File: config.mk
export PLATFORM = sky130hd
export DESIGN_NAME = tri_logic_unit
export DESIGN_NICKNAME = d
export VERILOG_FILES = /design/src/rtl/tlu_pkg.sv /design/src/rtl/tlu_operand_cond.sv /design/src/rtl/tlu_combine.sv /design/src/rtl/tlu_out_stage.sv /design/src/rtl/tri_logic_unit.sv
export SDC_FILE = /design/constraint.sdc
export NUM_CORES = 1
export LEC_CHECK = 0
export ABC_AREA = 1
export CORE_UTILIZATION = 55
export CTS_CLUSTER_SIZE = 14
export DETAILED_ROUTE_END_ITERATION = 8
export DONT_BUFFER_PORTS = 1
export PLACE_DENSITY = 0.67
export RECOVER_POWER = 100
export SYNTH_ARGS = -nofsm -noshare
export SYNTH_HDL_FRONTEND = slang
export SYNTH_SLANG_ARGS = --single-unit
File: constraint.sdc
create_clock -name clk -period 5 [get_ports clk]
set_input_delay 1 -clock clk [delete_from_list [all_inputs] [get_ports clk]]
set_output_delay 1 -clock clk [all_outputs]
set_load 0.01 [all_outputs]
File: src/rtl/tlu_pkg.sv
package tlu_pkg;

    localparam int unsigned DEF_WIDTH = 64;
    localparam int unsigned OPT_BITS  = 6;

    // Option word, most significant field first.
    typedef struct packed {
        logic gate_path;   // bit 5: take the gated chain result
        logic flip_gate;   // bit 4
        logic flip_prod;   // bit 3
        logic flip_c;      // bit 2
        logic flip_b;      // bit 1
        logic flip_a;      // bit 0
    } opt_t;

    typedef enum logic [1:0] {
        MODE_SELECT = 2'd0,
        MODE_PXC    = 2'd1,
        MODE_XOR3   = 2'd2,
        MODE_GATED  = 2'd3
    } mode_e;

    function automatic mode_e decode_mode(opt_t o);
        mode_e m;
        if (o.gate_path)       m = MODE_GATED;
        else if (!o.flip_gate) m = MODE_SELECT;
        else if (o.flip_prod)  m = MODE_XOR3;
        else                   m = MODE_PXC;
        return m;
    endfunction

    function automatic logic cond_bit(logic v, logic flip);
        return v ^ flip;
    endfunction

endpackage

File: src/rtl/tlu_operand_cond.sv
module tlu_operand_cond #(
    parameter int unsigned WIDTH = tlu_pkg::DEF_WIDTH
) (
    input  logic [WIDTH-1:0] a,
    input  logic [WIDTH-1:0] b,
    input  logic [WIDTH-1:0] c,
    input  tlu_pkg::opt_t    opt,
    output logic [WIDTH-1:0] a1,
    output logic [WIDTH-1:0] b1,
    output logic [WIDTH-1:0] c1
);
    for (genvar i = 0; i < WIDTH; i++) begin : g_cond
        always_comb begin
            a1[i] = tlu_pkg::cond_bit(a[i], opt.flip_a);
            b1[i] = tlu_pkg::cond_bit(b[i], opt.flip_b);
            c1[i] = tlu_pkg::cond_bit(c[i], opt.flip_c);
        end
    end
endmodule

File: src/rtl/tlu_combine.sv
module tlu_combine #(
    parameter int unsigned WIDTH = tlu_pkg::DEF_WIDTH
) (
    input  logic [WIDTH-1:0] a1,
    input  logic [WIDTH-1:0] b1,
    input  logic [WIDTH-1:0] c1,
    input  tlu_pkg::mode_e   mode,
    input  logic             flip_prod,
    input  logic             flip_gate,
    output logic [WIDTH-1:0] res
);
    import tlu_pkg::*;

    for (genvar i = 0; i < WIDTH; i++) begin : g_bit
        logic prod, prod_f, gated_f, r;
        always_comb begin
            prod    = a1[i] & b1[i];
            prod_f  = prod ^ flip_prod;
            gated_f = (c1[i] & prod_f) ^ flip_gate;
            case (mode)
                MODE_GATED:  r = gated_f;
                MODE_XOR3:   r = a1[i] ^ b1[i] ^ c1[i];
                MODE_PXC:    r = prod ^ c1[i];
                MODE_SELECT: r = prod | (~a1[i] & c1[i]);
                default:     r = 1'b0;
            endcase
        end
        assign res[i] = r;
    end
endmodule

File: src/rtl/tlu_out_stage.sv
module tlu_out_stage #(
    parameter int unsigned WIDTH   = tlu_pkg::DEF_WIDTH,
    parameter bit          REG_OUT = 1'b1
) (
    input  logic             clk,
    input  logic             rst,
    input  logic             in_valid,
    input  logic [WIDTH-1:0] d,
    output logic             q_valid,
    output logic [WIDTH-1:0] q
);
    if (REG_OUT) begin : g_reg
        logic             v_r;
        logic [WIDTH-1:0] q_r;
        always_ff @(posedge clk) begin
            if (rst) begin
                v_r <= 1'b0;
                q_r <= '0;
            end else begin
                v_r <= in_valid;
                if (in_valid) q_r <= d;
            end
        end
        assign q_valid = v_r;
        assign q       = q_r;
    end else begin : g_comb
        assign q_valid = in_valid;
        assign q       = d;
    end
endmodule

File: src/rtl/tri_logic_unit.sv
module tri_logic_unit #(
    parameter int unsigned WIDTH   = tlu_pkg::DEF_WIDTH,
    parameter bit          REG_OUT = 1'b1
) (
    input  logic                         clk,
    input  logic                         rst,
    input  logic                         in_valid,
    input  logic [WIDTH-1:0]             opnd_a,
    input  logic [WIDTH-1:0]             opnd_b,
    input  logic [WIDTH-1:0]             opnd_c,
    input  logic [tlu_pkg::OPT_BITS-1:0] op_sel,
    output logic                         out_valid,
    output logic [WIDTH-1:0]             out_result
);
    import tlu_pkg::*;

    opt_t             opt;
    mode_e            mode;
    logic [WIDTH-1:0] a1, b1, c1, comb_res;

    assign opt  = opt_t'(op_sel);
    assign mode = decode_mode(opt);

    tlu_operand_cond #(.WIDTH(WIDTH)) u_cond (
        .a(opnd_a), .b(opnd_b), .c(opnd_c), .opt(opt),
        .a1(a1), .b1(b1), .c1(c1)
    );

    tlu_combine #(.WIDTH(WIDTH)) u_comb (
        .a1(a1), .b1(b1), .c1(c1), .mode(mode),
        .flip_prod(opt.flip_prod), .flip_gate(opt.flip_gate),
        .res(comb_res)
    );

    tlu_out_stage #(.WIDTH(WIDTH), .REG_OUT(REG_OUT)) u_out (
        .clk(clk), .rst(rst), .in_valid(in_valid), .d(comb_res),
        .q_valid(out_valid), .q(out_result)
    );

    if (REG_OUT) begin : g_chk
        assert_valid_follows_R8: assert property (@(posedge clk) disable iff (rst)
            in_valid |=> out_valid);
        assert_valid_drops_R8: assert property (@(posedge clk) disable iff (rst)
            !in_valid |=> !out_valid);
        assert_hold_R8: assert property (@(posedge clk) disable iff (rst)
            !in_valid |=> $stable(out_result));
        assert_and3_R10: assert property (@(posedge clk) disable iff (rst)
            (in_valid && op_sel == 6'b100000) |=>
                out_result == $past(opnd_a & opnd_b & opnd_c));
        assert_or3_R10: assert property (@(posedge clk) disable iff (rst)
            (in_valid && op_sel == 6'b110111) |=>
                out_result == $past(opnd_a | opnd_b | opnd_c));
        assert_xor3_R3: assert property (@(posedge clk) disable iff (rst)
            (in_valid && op_sel == 6'b011000) |=>
                out_result == $past(opnd_a ^ opnd_b ^ opnd_c));
        assert_select_R5: assert property (@(posedge clk) disable iff (rst)
            (in_valid && op_sel == 6'b000000) |=>
                out_result == $past((opnd_a & opnd_b) | (~opnd_a & opnd_c)));
    end
endmodule

Word-level counts from Yosys, hierarchy flattened
Cells that the tools add are included.
Storage, ports and cells
  flip-flop bits (word level): 65
  input bits: 201
  output and inout bits: 65
Operators by class
  eq/ne operators: 3
  muxes and demuxes: 67
  bitwise logic cells: 832
  reductions and logical operators: 1
Operators by type and width (number)
  1-bit bitwise XOR: 512
  1-bit case mux with 4 select lines: 64
  1-bit bitwise AND: 192
  1-bit inverter: 64
  1-bit OR: 64
  2-bit 2-to-1 mux: 3
  2-bit equality test, second input constant: 2
  2-bit by 1-bit equality test with 1-bit output, second input constant: 1
  2-bit zero test: 1

Logic depth before layout (Yosys ltp)
Gate-level depths: netlist of the first run.
  depth in word-level cells: 6
  mapped depth: 16
  gate-level depth less buffers: 14

Hierarchy
Synthesis of the first run repeated with hierarchy kept, for this count alone.
Unflattened totals
  cell total of the unflattened synthesis: 2850
  area total of the unflattened synthesis: 13769.5 um2
Modules (own cells, without submodules)
  tlu_combine: instances 1, cells an instance 1626, area an instance 7805.0 um2, sequential area each 0.0 um2
  tlu_operand_cond: instances 1, cells an instance 810, area an instance 3295.7 um2, sequential area each 0.0 um2
  tlu_out_stage: instances 1, cells an instance 408, area an instance 2646.3 um2, sequential area each 1301.2 um2
  tri_logic_unit: instances 1, cells an instance 6, area an instance 22.5 um2, sequential area each 0.0 um2

Least setup slack after synthesis of the first run
No wires, ideal clock.
  path type: input-to-reg
  start point: in op_sel[4] (netlist name)
  end point: reg u_out.g_reg.q_r[19] (netlist: u_out.q[19])
  library setup time: 0.070 ns
  arrival: 2.621 ns
  required time: 4.930 ns
  path slack: 2.309 ns
  cell stages on the path: 11
  buffers on the path: 4
  cells stage by stage: buf_2 buf_2 a21oi_1 inv_1 ha_1 buf_2 clkbuf_1 nand3_1 nand2_1 nand2_1 a21oi_1
On the way
  cells in the longest elaborated chain, start to end: 4
  elaborated cells on any way between the ends: 8
RTL lines
  start: declaration: line tri_logic_unit.sv:11  | input logic [tlu_pkg::OPT_BITS-1:0] op_sel,
  2-bit 2-to-1 mux: line tlu_pkg.sv:26  | else if (!o.flip_gate) m = MODE_SELECT;
  2-bit 2-to-1 mux: line tlu_pkg.sv:25  | if (o.gate_path) m = MODE_GATED;
  2-bit by 1-bit equality test with 1-bit output (tied with other cells): line tlu_combine.sv:20  | case (mode)
  1-bit case mux with 4 select lines (*): line tlu_combine.sv:20
  end signal: assignment: line tlu_out_stage.sv:18  | q_r <= '0;
  end signal: assignment: line tlu_out_stage.sv:21  | if (in_valid) q_r <= d;
  end: declaration: line tlu_out_stage.sv:14  | logic [WIDTH-1:0] q_r;
Mark *: on every way between the ends. The rest lies on a longest branch, timed or not.
A chain may end at the register's enable or synchronous reset.

Worst setup path in the final report of the first run
  start point: in op_sel[3] (netlist name)
  end point: reg u_out.g_reg.q_r[61] (netlist: u_out.q[61])
On the way
  cells in the longest elaborated chain, start to end: 5
  elaborated cells on any way between the ends: 11
RTL lines
  2-bit 2-to-1 mux: line tlu_pkg.sv:27  | else if (o.flip_prod) m = MODE_XOR3;
  2-bit 2-to-1 mux: line tlu_pkg.sv:26
  2-bit 2-to-1 mux: line tlu_pkg.sv:25
  2-bit by 1-bit equality test with 1-bit output (tied with other cells): line tlu_combine.sv:20
  1-bit case mux with 4 select lines (*): line tlu_combine.sv:20
Marked as above.

==> results of run 1 <==
[sequential cells by signal (all words and copies together), names as in the netlist]
register,count
u_out.q,64
u_out.q_valid,1
[kinds of logic (layout without fill, tap and decap cells)]
| logic type | Yosys count | in the layout | share of synthesized area, % |
|---|---|---|---|
| buffers and inverters | 544 | 422 | 16.8 |
| AND/OR/NAND/NOR | 1985 | 1985 | 58.0 |
| adder cells (fa/ha/maj) | 67 | 67 | 6.32 |
| AO/OA/AOI/OAI | 130 | 130 | 4.90 |
| flip-flops | 65 | 65 | 9.81 |
| XOR/XNOR | 64 | 64 | 4.22 |
[critical path, stage by stage]
cell	delay (ns)
a21oi_1	0.31
ha_4	0.60
clkbuf_2	1.41
nand2_1	0.17
nand2_1	0.13
nand2_1	0.06
nand3_1	0.06
nand2_1	0.06
nand2_1	0.06
a21oi_1	0.08
[cells in the final DEF (no fill, tap or decap), types with 5 or more instances in the layout]
cell       instances
buf_4              8
o21ai_0           64
inv_2              5
inv_1            387
a21oi_1           66
ha_1              65
clkbuf_16          9
dfxtp_1           65
xor2_1            64
nand2_1         1792
nand3_1          192
[layout make-up]
cell class	count	area, um2
Clock inverter	3	40.0
Tap cell	319	399
Clock buffer	13	250
Sequential cell	65	1300
Multi-Input combinational cell	2246	9770
Fill cell	2559	10200
Timing Repair Buffer	12	109
Inverter	394	1480
[per-stage QoR]
stage	instances	instance area, um2
5_1_grt	3052	13300
4_1_cts	3052	13400
3_3_place_gp	3036	13100
3_5_place_dp	3036	13100
2_1_floorplan	2855	13300
6_report	3052	13300
[report_power, final]
| part | internal (mW) | switching [mW] |
|---|---|---|
| Sequential | 0.565 | 0.0607 |
| Clock | 0.401 | 0.297 |
| Combinational | 0.479 | 0.831 |
| Total | 1.44 | 1.19 |
[metal layers]
metal / part of all wire [%] / vias to the layer above / wire length [um]
li1: - / 8188 / -
met1: 42 / 6873 / 17700
met2: 45 / 640 / 19000
met3: 10 / 76 / 4350
met4: 2.6 / 0 / 1110
met5: 0 / - / 0
[how the worst max path moves through the flow]
| stage | endpoint | depth (start not counted) | start |
|---|---|---|---|
| global route | u_out.q[3] | 10 | op_sel[4] |
| finish | u_out.q[61] | 10 | op_sel[3] |
| CTS | u_out.q[61] | 10 | op_sel[4] |
| detailed placement | u_out.q[61] | 10 | op_sel[4] |
| floorplan | u_out.q[19] | 11 | op_sel[4] |
| global placement | u_out.q[3] | 10 | op_sel[4] |
==> impl_metrics.tcl, run 1 <==
set metrics [dict create \
    maxCapViolations 2 \
    start_util_pct 56.4 \
    max_freq_ghz 0.264 \
    rrSetupSlack_ns 4.22 \
    hold_path_class "reg2reg" \
    fin_crit_ns 3.78 \
    drtIter0Drc 1167 \
    grtUsageMet1_pct 41.5 \
    synth_most_common_cell "nand2_1" \
    cp.arrival_ns 4.03 \
    ys.flop_type "dfxtp_1" \
    ys_seq_area_share_pct 9.81 \
    cts_max_level 3 \
    grt_pass1_wl_um 66600 \
    drc 0 \
    syn-num-nets 3123 \
    synth_top_area_share_pct 50.7 \
    crit_required_ns 5.25 \
    syn_to_final_growth_pct 0.613 \
    cts_hold_buf 0 \
    grt_util_all_layers_pct 33.6 \
    nets 2996 \
    violations "max-capacitance violations, max-slew violations" \
    rsz0062_at_grt "false" \
    grt_pass1_vias 13800 \
    post-cts-setup-buffers 0 \
    irDropWorstVdd_v 0.000111 \
    cp_max_fo 80 \
    clkTransAtPathRegs_ns 0.07 \
    viasPerCell 5.17 \
    met3_usage_pct 7.65 \
    clock_latency_ns 0.35 \
    total_power_mw 2.63 \
    hold_start "u_out.q[32]" \
    dp_hpwl_um 25400 \
    post-route-util_pct 56.7 \
    finalSetupTns_ns 0 \
    holdPathStages 2 \
    drv_slew 114 \
    syn_avg_cell_area_um2 4.65 \
    wirelength_um 42200 \
    hold_violations 0 \
    status "finished with violations" \
    crit_type "in2reg" \
    netlist_area_mm2 0.0133 \
    synth_cell_type_count 15 \
    yosys-top-cells-area "nand2_1 51%, inv_1 11%, dfxtp_1 9.8%" \
    hold_ws_ns 0.576 \
    cts_buffers 9 \
    setup_violations 0 \
    r2r-start "u_out.q[51]" \
    critPathCaptureType "flop" \
    gp_congestion 0.842 \
    synth_area_leader_cell "nand2_1" \
    r2r-end "u_out.q[51]" \
    layout-drive-gt1-share_pct 1.21 \
    synthTopCellsByCount "1792 x nand2_1, 389 x inv_1, 192 x nand3_1, 78 x buf_2, 67 x ha_1" \
    place_ws_ns 1.54 \
    finalCritPeriodShare_pct 75.7 \
    die_h_um 157 \
    grt_max_degree 130 \
    ys_seq_elements 65 \
    start_kind "input pin" \
    ant_nets 0 \
    vias 15800 \
    overflow 0 \
    num_rows 56 \
    worstRegToRegCells 2 \
    hold_path_end "u_out.q[32]" \
    max_slew_margin_pct -20.7 \
    globalRouteMet2Util_pct 56.9 \
    cts_tree "done" \
    wl_per_cell_um 13.8 \
    fin_ws_ns 1.22 \
    powerDensity_mw_per_mm2 197 \
    coreArea_mm2 0.0235 \
    diodes 0 \
    synth_edf_count 0 \
    p_leak_nw 9.00 \
    die_w_um 157 \
    cts_resized 0 \
    async_reset_ff_share_pct 0 \
    grt-busiest-layer "met2" \
    drtPass1Iterations 5 \
    ioPinCount 266 \
    port_buffers 0 \
    antenna_found_initial 0 \
    root_buffer "clkbuf_16" \
    ys_warn_count 0 \
    worst_pin_slew_ns 1.81 \
    dieArea_mm2 0.0247 \
    cts_buffer_depth 2 \
    cts.sinks 65 \
    fin_skew_ns 0 \
    synthCells 2855 \
]
No activity file was read; power rests on OpenSTA's default activity.
==> run 2, diff against run 1 <==
==> constraint.sdc (replaced) <==
create_clock -name clk -period 3.53 [get_ports clk]
set_input_delay 0.706 -clock clk [delete_from_list [all_inputs] [get_ports clk]]
set_output_delay 0.706 -clock clk [all_outputs]
set_load 0.01 [all_outputs]
==> run 2 against run 1 <==
  * The flow now finishes without violations
  * Wire length increased by 0.58%
  * Largest power group unchanged
  * Non-clock buffer count rose by 5
  * Largest cell class unchanged
  * Sequential power increased by 42%
  * Flip-flop and latch count stayed put
  * Critical path type unchanged
  * Highest routed layer unchanged
==> impl_metrics.tcl, run 2 (same netlist as run 1, synthesis figures left out) <==
set metrics [dict create \
    stdcell_area_mm2 0.0135 \
    globalRouteMet2Util_pct 57.0 \
    grt_max_degree 130 \
    hold_violations 0 \
    setup_violations 0 \
    hold_path_class "in2reg" \
    coreArea_mm2 0.0235 \
    crit_type "in2reg" \
    cts_buffers 9 \
    post-cts-setup-buffers 0 \
    grtUsageMet1_pct 42.8 \
    syn_to_final_growth_pct 1.46 \
    cts_tree "done" \
    critPathCaptureType "flop" \
    status "finished, final reports clean" \
    grt_util_all_layers_pct 34.3 \
    cp.arrival_ns 2.98 \
    largest_reg_flops 64 \
    p_leak_nw 9.05 \
    clock_latency_ns 0.35 \
    dp.cells 3041 \
    nets 3001 \
    start_util_pct 56.4 \
    cts_buffer_depth 2 \
    drtIter0Drc 1220 \
    powerDensity_mw_per_mm2 275 \
    root_buffer "clkbuf_16" \
    drc 0 \
    dieArea_mm2 0.0247 \
    irDropWorstVdd_v 0.000185 \
    antenna_found_initial 0 \
    diodes 0 \
    post_dp_cell_area_mm2 0.0132 \
    overflow 0 \
    cts_max_level 3 \
    clkTransAtPathRegs_ns 0.06 \
    max_freq_ghz 0.371 \
    drtPass1Iterations 5 \
    start_kind "input pin" \
    fill_cells 2580 \
    cts_resized 0 \
    finalCritPeriodShare_pct 76.4 \
    cts.sinks 65 \
    ioPinCount 266 \
    met3_usage_pct 8.89 \
    die_w_um 157 \
    cts_hold_buf 0 \
    worst_pin_slew_ns 1.17 \
    grt_pass1_vias 13900 \
    fin_crit_ns 2.70 \
    crit_required_ns 3.81 \
    grt_pass1_wl_um 67800 \
    final_common_cell "nand2_1" \
    max_slew_margin_pct 21.7 \
    port_buffers 0 \
    drv_slew 0 \
    final_cell_mix "1792 x nand2_1, 388 x inv_1, 192 x nand3_1" \
    num_rows 56 \
    final_cells 3057 \
    fin_skew_ns 0 \
    maxCapViolations 0 \
    wl_per_cell_um 13.9 \
    layout-drive-gt1-share_pct 1.50 \
    dp_hpwl_um 25600 \
    rsz0062_at_grt "false" \
    holdPathStages 1 \
    post-route-util_pct 57.2 \
    finalSetupTns_ns 0 \
    ant_nets 0 \
    worstRegToRegCells 2 \
    wirelength_um 42400 \
    die_h_um 157 \
    viasPerCell 5.14 \
    grt-busiest-layer "met2" \
    cp_max_fo 65 \
    gp_congestion 0.864 \
    vias 15700 \
]
## run 2: cell types whose count changed in the layout (fill, tap and decap cells not counted), sizes merged
cell    before  now
buf         10   17
bufinv       1    0
clkbuf      15   14
## run 2: final cells by class
cell class,instances,area [um2],share of cell area (%)
Inverter,394,1480,11.0
Clock buffer,14,284,2.11
Tap cell,319,399,2.96
Clock inverter,2,10.0,0.0744
Multi-Input combinational cell,2246,9770,72.6
Timing Repair Buffer,17,215,1.60
Sequential cell,65,1300,9.67
## run 2: metrics by stage
| step | hold slack [ns] | power (mW) | setup WS (ns) |
|---|---|---|---|
| after floorplan | 0.541 | 2.48 | 1.13 |
| after global placement | 0.557 | 2.70 | 0.929 |
| after detailed placement | 0.559 | 2.75 | 0.885 |
| after CTS | 0.415 | 3.70 | 1.24 |
| after global routing | 0.416 | 4.07 | 0.575 |
| final | 0.422 | 3.71 | 0.832 |
## run 2: worst paths after layout
check              start       endpoint  slack [ns]
min reg2reg  u_out.q[61]    u_out.q[61]        0.57
max reg2reg  u_out.q[49]    u_out.q[49]        2.72
min                  rst  u_out.q_valid        0.42
max            op_sel[0]     u_out.q[9]        0.83
## run 2: per-layer routing
metal	routed length, um	vias up	part of all wire [%]
met5	0	-	0
met4	984	0	2.3
met3	4470	63	11
met2	19000	578	45
met1	18000	6873	42
li1	-	8186	-
## run 2: critical path, cell delays in order
cell	delay, ns
inv_1	0.84
buf_12	0.32
nand2_1	0.07
nand2_1	0.09
inv_1	0.05
ha_1	0.21
inv_1	0.10
nand2_1	0.05
nand2_1	0.09
nand2_1	0.06
nand2_1	0.06
nand3_1	0.07
nand2_1	0.09
inv_1	0.04
a21oi_1	0.10
## run 2: power breakdown
part,switching (mW),internal (mW)
Combinational,1.17,0.692
Sequential,0.0848,0.801
Clock,0.403,0.553
==> run 3, diff against run 2 <==
--- a/config.mk
+++ b/config.mk
@@ -10,7 +10,7 @@
 export CTS_CLUSTER_SIZE = 14
 export DETAILED_ROUTE_END_ITERATION = 8
 export DONT_BUFFER_PORTS = 1
-export PLACE_DENSITY = 0.67
+export PLACE_DENSITY = 0.7
 export RECOVER_POWER = 100
 export SYNTH_ARGS = -nofsm -noshare
 export SYNTH_HDL_FRONTEND = slang
==> constraint.sdc (replaced) <==
create_clock -name clk -period 2.15 [get_ports clk]
set_input_delay 0.43 -clock clk [delete_from_list [all_inputs] [get_ports clk]]
set_output_delay 0.43 -clock clk [all_outputs]
set_load 0.01 [all_outputs]
==> run 3 against run 2 <==
  * Wire length decreased by 2.8%
  * Highest routed layer unchanged
  * Critical path depth decreased by 2
  * Final area increased by 2.2%
  * Critical path type unchanged
  * Via count increased by 0.27%
  * First-iteration DRC count decreased by 22%
  * Clock power increased by 120%
  * Setup slack got worse by 0.52 ns
  * Non-clock buffer count increased by 11
  * Core utilization increased by 1.3 points
  * Sequential share of layout area decreased by 0.21 points
  * Critical endpoint is now u_out.q[62]
==> impl_metrics.tcl, run 3 (same netlist as run 1, synthesis figures left out) <==
set metrics [dict create \
    status "finished, final reports clean" \
    drtPass1Iterations 7 \
    setup_violations 0 \
    start_kind "input pin" \
    finalSetupTns_ns 0 \
    drv_slew 0 \
    dieArea_mm2 0.0247 \
    irDropWorstVdd_v 0.000330 \
    hold_violations 0 \
    drtIter0Drc 954 \
    port_buffers 0 \
    vias 15700 \
    worst_pin_slew_ns 0.899 \
    final_cells 3068 \
    p_int_mw 3.87 \
    clock_latency_ns 0.35 \
    wirelength_um 41200 \
    final_cell_mix "1792 x nand2_1, 389 x inv_1, 192 x nand3_1" \
    max_slew_margin_pct 40.1 \
    cp-startpoint "op_sel[3]" \
    grt_pass1_vias 14000 \
    grt_max_degree 130 \
    total_power_mw 6.67 \
    post_dp_cell_area_mm2 0.0134 \
    cts_tree "done" \
    hold_ws_ns 0.132 \
    ioPinCount 266 \
    cp_top_family "buffers and inverters" \
    final_common_cell "nand2_1" \
    stdcell_area_mm2 0.0138 \
    cts_buffer_depth 2 \
    num_rows 56 \
    hold_start "rst" \
    post-cts-setup-buffers 0 \
    layout-drive-gt1-share_pct 1.89 \
    cts_max_level 3 \
    ant_nets 0 \
    swShare_pct 41.9 \
    grt_util_all_layers_pct 33.2 \
    nets 3012 \
    root_buffer "clkbuf_16" \
    dp.cells 3052 \
    rrSetupSlack_ns 1.39 \
    diodes 0 \
    max_freq_ghz 0.544 \
    maxCapViolations 0 \
    powerDensity_mw_per_mm2 485 \
    path_buf_inv 4 \
    cts_buffers 9 \
    cp.arrival_ns 2.09 \
    fin_crit_ns 1.84 \
    power_frac_clock_pct 31.1 \
    crit_type "in2reg" \
    slowest_stage "clkbuf_4" \
    multi_input_area_mm2 0.00976 \
    rsz0062_at_grt "false" \
    p_leak_nw 9.19 \
    setup.worst_path.end "u_out.q[62]" \
    cts_resized 0 \
    place_ws_ns 0.174 \
    coreArea_mm2 0.0235 \
    post-route-util_pct 58.4 \
    timing.critical_path.mode_cell "nand2_1" \
    critPathCaptureType "flop" \
    fin_ws_ns 0.312 \
    worstRegToRegCells 2 \
    slowest_delay_ns 0.42 \
    gp_congestion 0.852 \
    r2r-end "u_out.q[49]" \
    cts_hold_buf 0 \
    p_switching_mw 2.80 \
    largest_reg_flops 64 \
    hold_path_class "in2reg" \
    clkTransAtPathRegs_ns 0.07 \
    seq_area_mm2 0.00130 \
    cp_max_fo 66 \
    overflow 0 \
    start_util_pct 56.4 \
    syn_to_final_growth_pct 3.69 \
    path_depth 13 \
    r2r-start "u_out.q[49]" \
    cp_cell_sequence "inv_1 -> a21oi_1 -> inv_1 -> ha_4 -> inv_4 -> clkbuf_4 -> nand2_1 -> nand2_1 -> nand2_1 -> nand3_1 -> nand2_1 -> nand2_1 -> a21oi_1" \
    cts.sinks 65 \
    grt_pass1_wl_um 65900 \
    die_h_um 157 \
    viasPerCell 5.13 \
    finalCritPeriodShare_pct 85.5 \
    drc 0 \
    die_w_um 157 \
    wl_per_cell_um 13.4 \
    crit_required_ns 2.40 \
    dp_hpwl_um 26400 \
    power_frac_comb_pct 47.0 \
    seqPwrFrac_pct 21.9 \
    fin_skew_ns 0 \
    antenna_found_initial 0 \
    fill_cells 2479 \
]
run 3: changes by cell type in the layout (fill, tap and decap cells not counted), moves of 2 or more:
cell and change:
buf_12 +10, clkbuf_8 -4, clkbuf_4 +2, clkinv_2 -2, bufinv_16 +5
run 3: power by group through the flow:
| stage | clock network [mW] | registers, mW | logic, mW |
|---|---|---|---|
| after CTS | 2.08 | 1.46 | 3.13 |
| final | 2.07 | 1.46 | 3.13 |
| after global placement | 0 | 1.48 | 3.01 |
| after global routing | 2.12 | 1.47 | 3.65 |
| after detailed placement | 0 | 1.48 | 3.11 |
| after floorplan | 0 | 1.44 | 2.64 |
run 3: layout make-up:
cell class                 instances  area share (%)
multi-input combinational       2246            70.9
inverter                         394            10.8
sequential                        65            9.46
timing repair buffer              28            3.07
tap                              319            2.90
clock buffer                       9            1.64
clock inverter                     7            1.21
run 3: worst min-delay path by stage:
stage               cells past startpoint  slack, ns            end
CTS                                     1       0.12  u_out.q_valid
detailed placement                      1       0.50  u_out.q_valid
global route                            1       0.12  u_out.q_valid
finish                                  1       0.13  u_out.q_valid
global placement                        1       0.50  u_out.q_valid
floorplan                               1       0.50  u_out.q_valid
run 3: layer usage:
| metal | global-route usage [%] | routed length (um) | vias up |
|---|---|---|---|
| li1 | - | - | 8220 |
| met3 | 6.25 | 3750 | 92 |
| met4 | 14.2 | 1440 | 0 |
| met1 | 39.3 | 17000 | 6839 |
| met5 | 0 | 0 | - |
| met2 | 58.2 | 19000 | 592 |
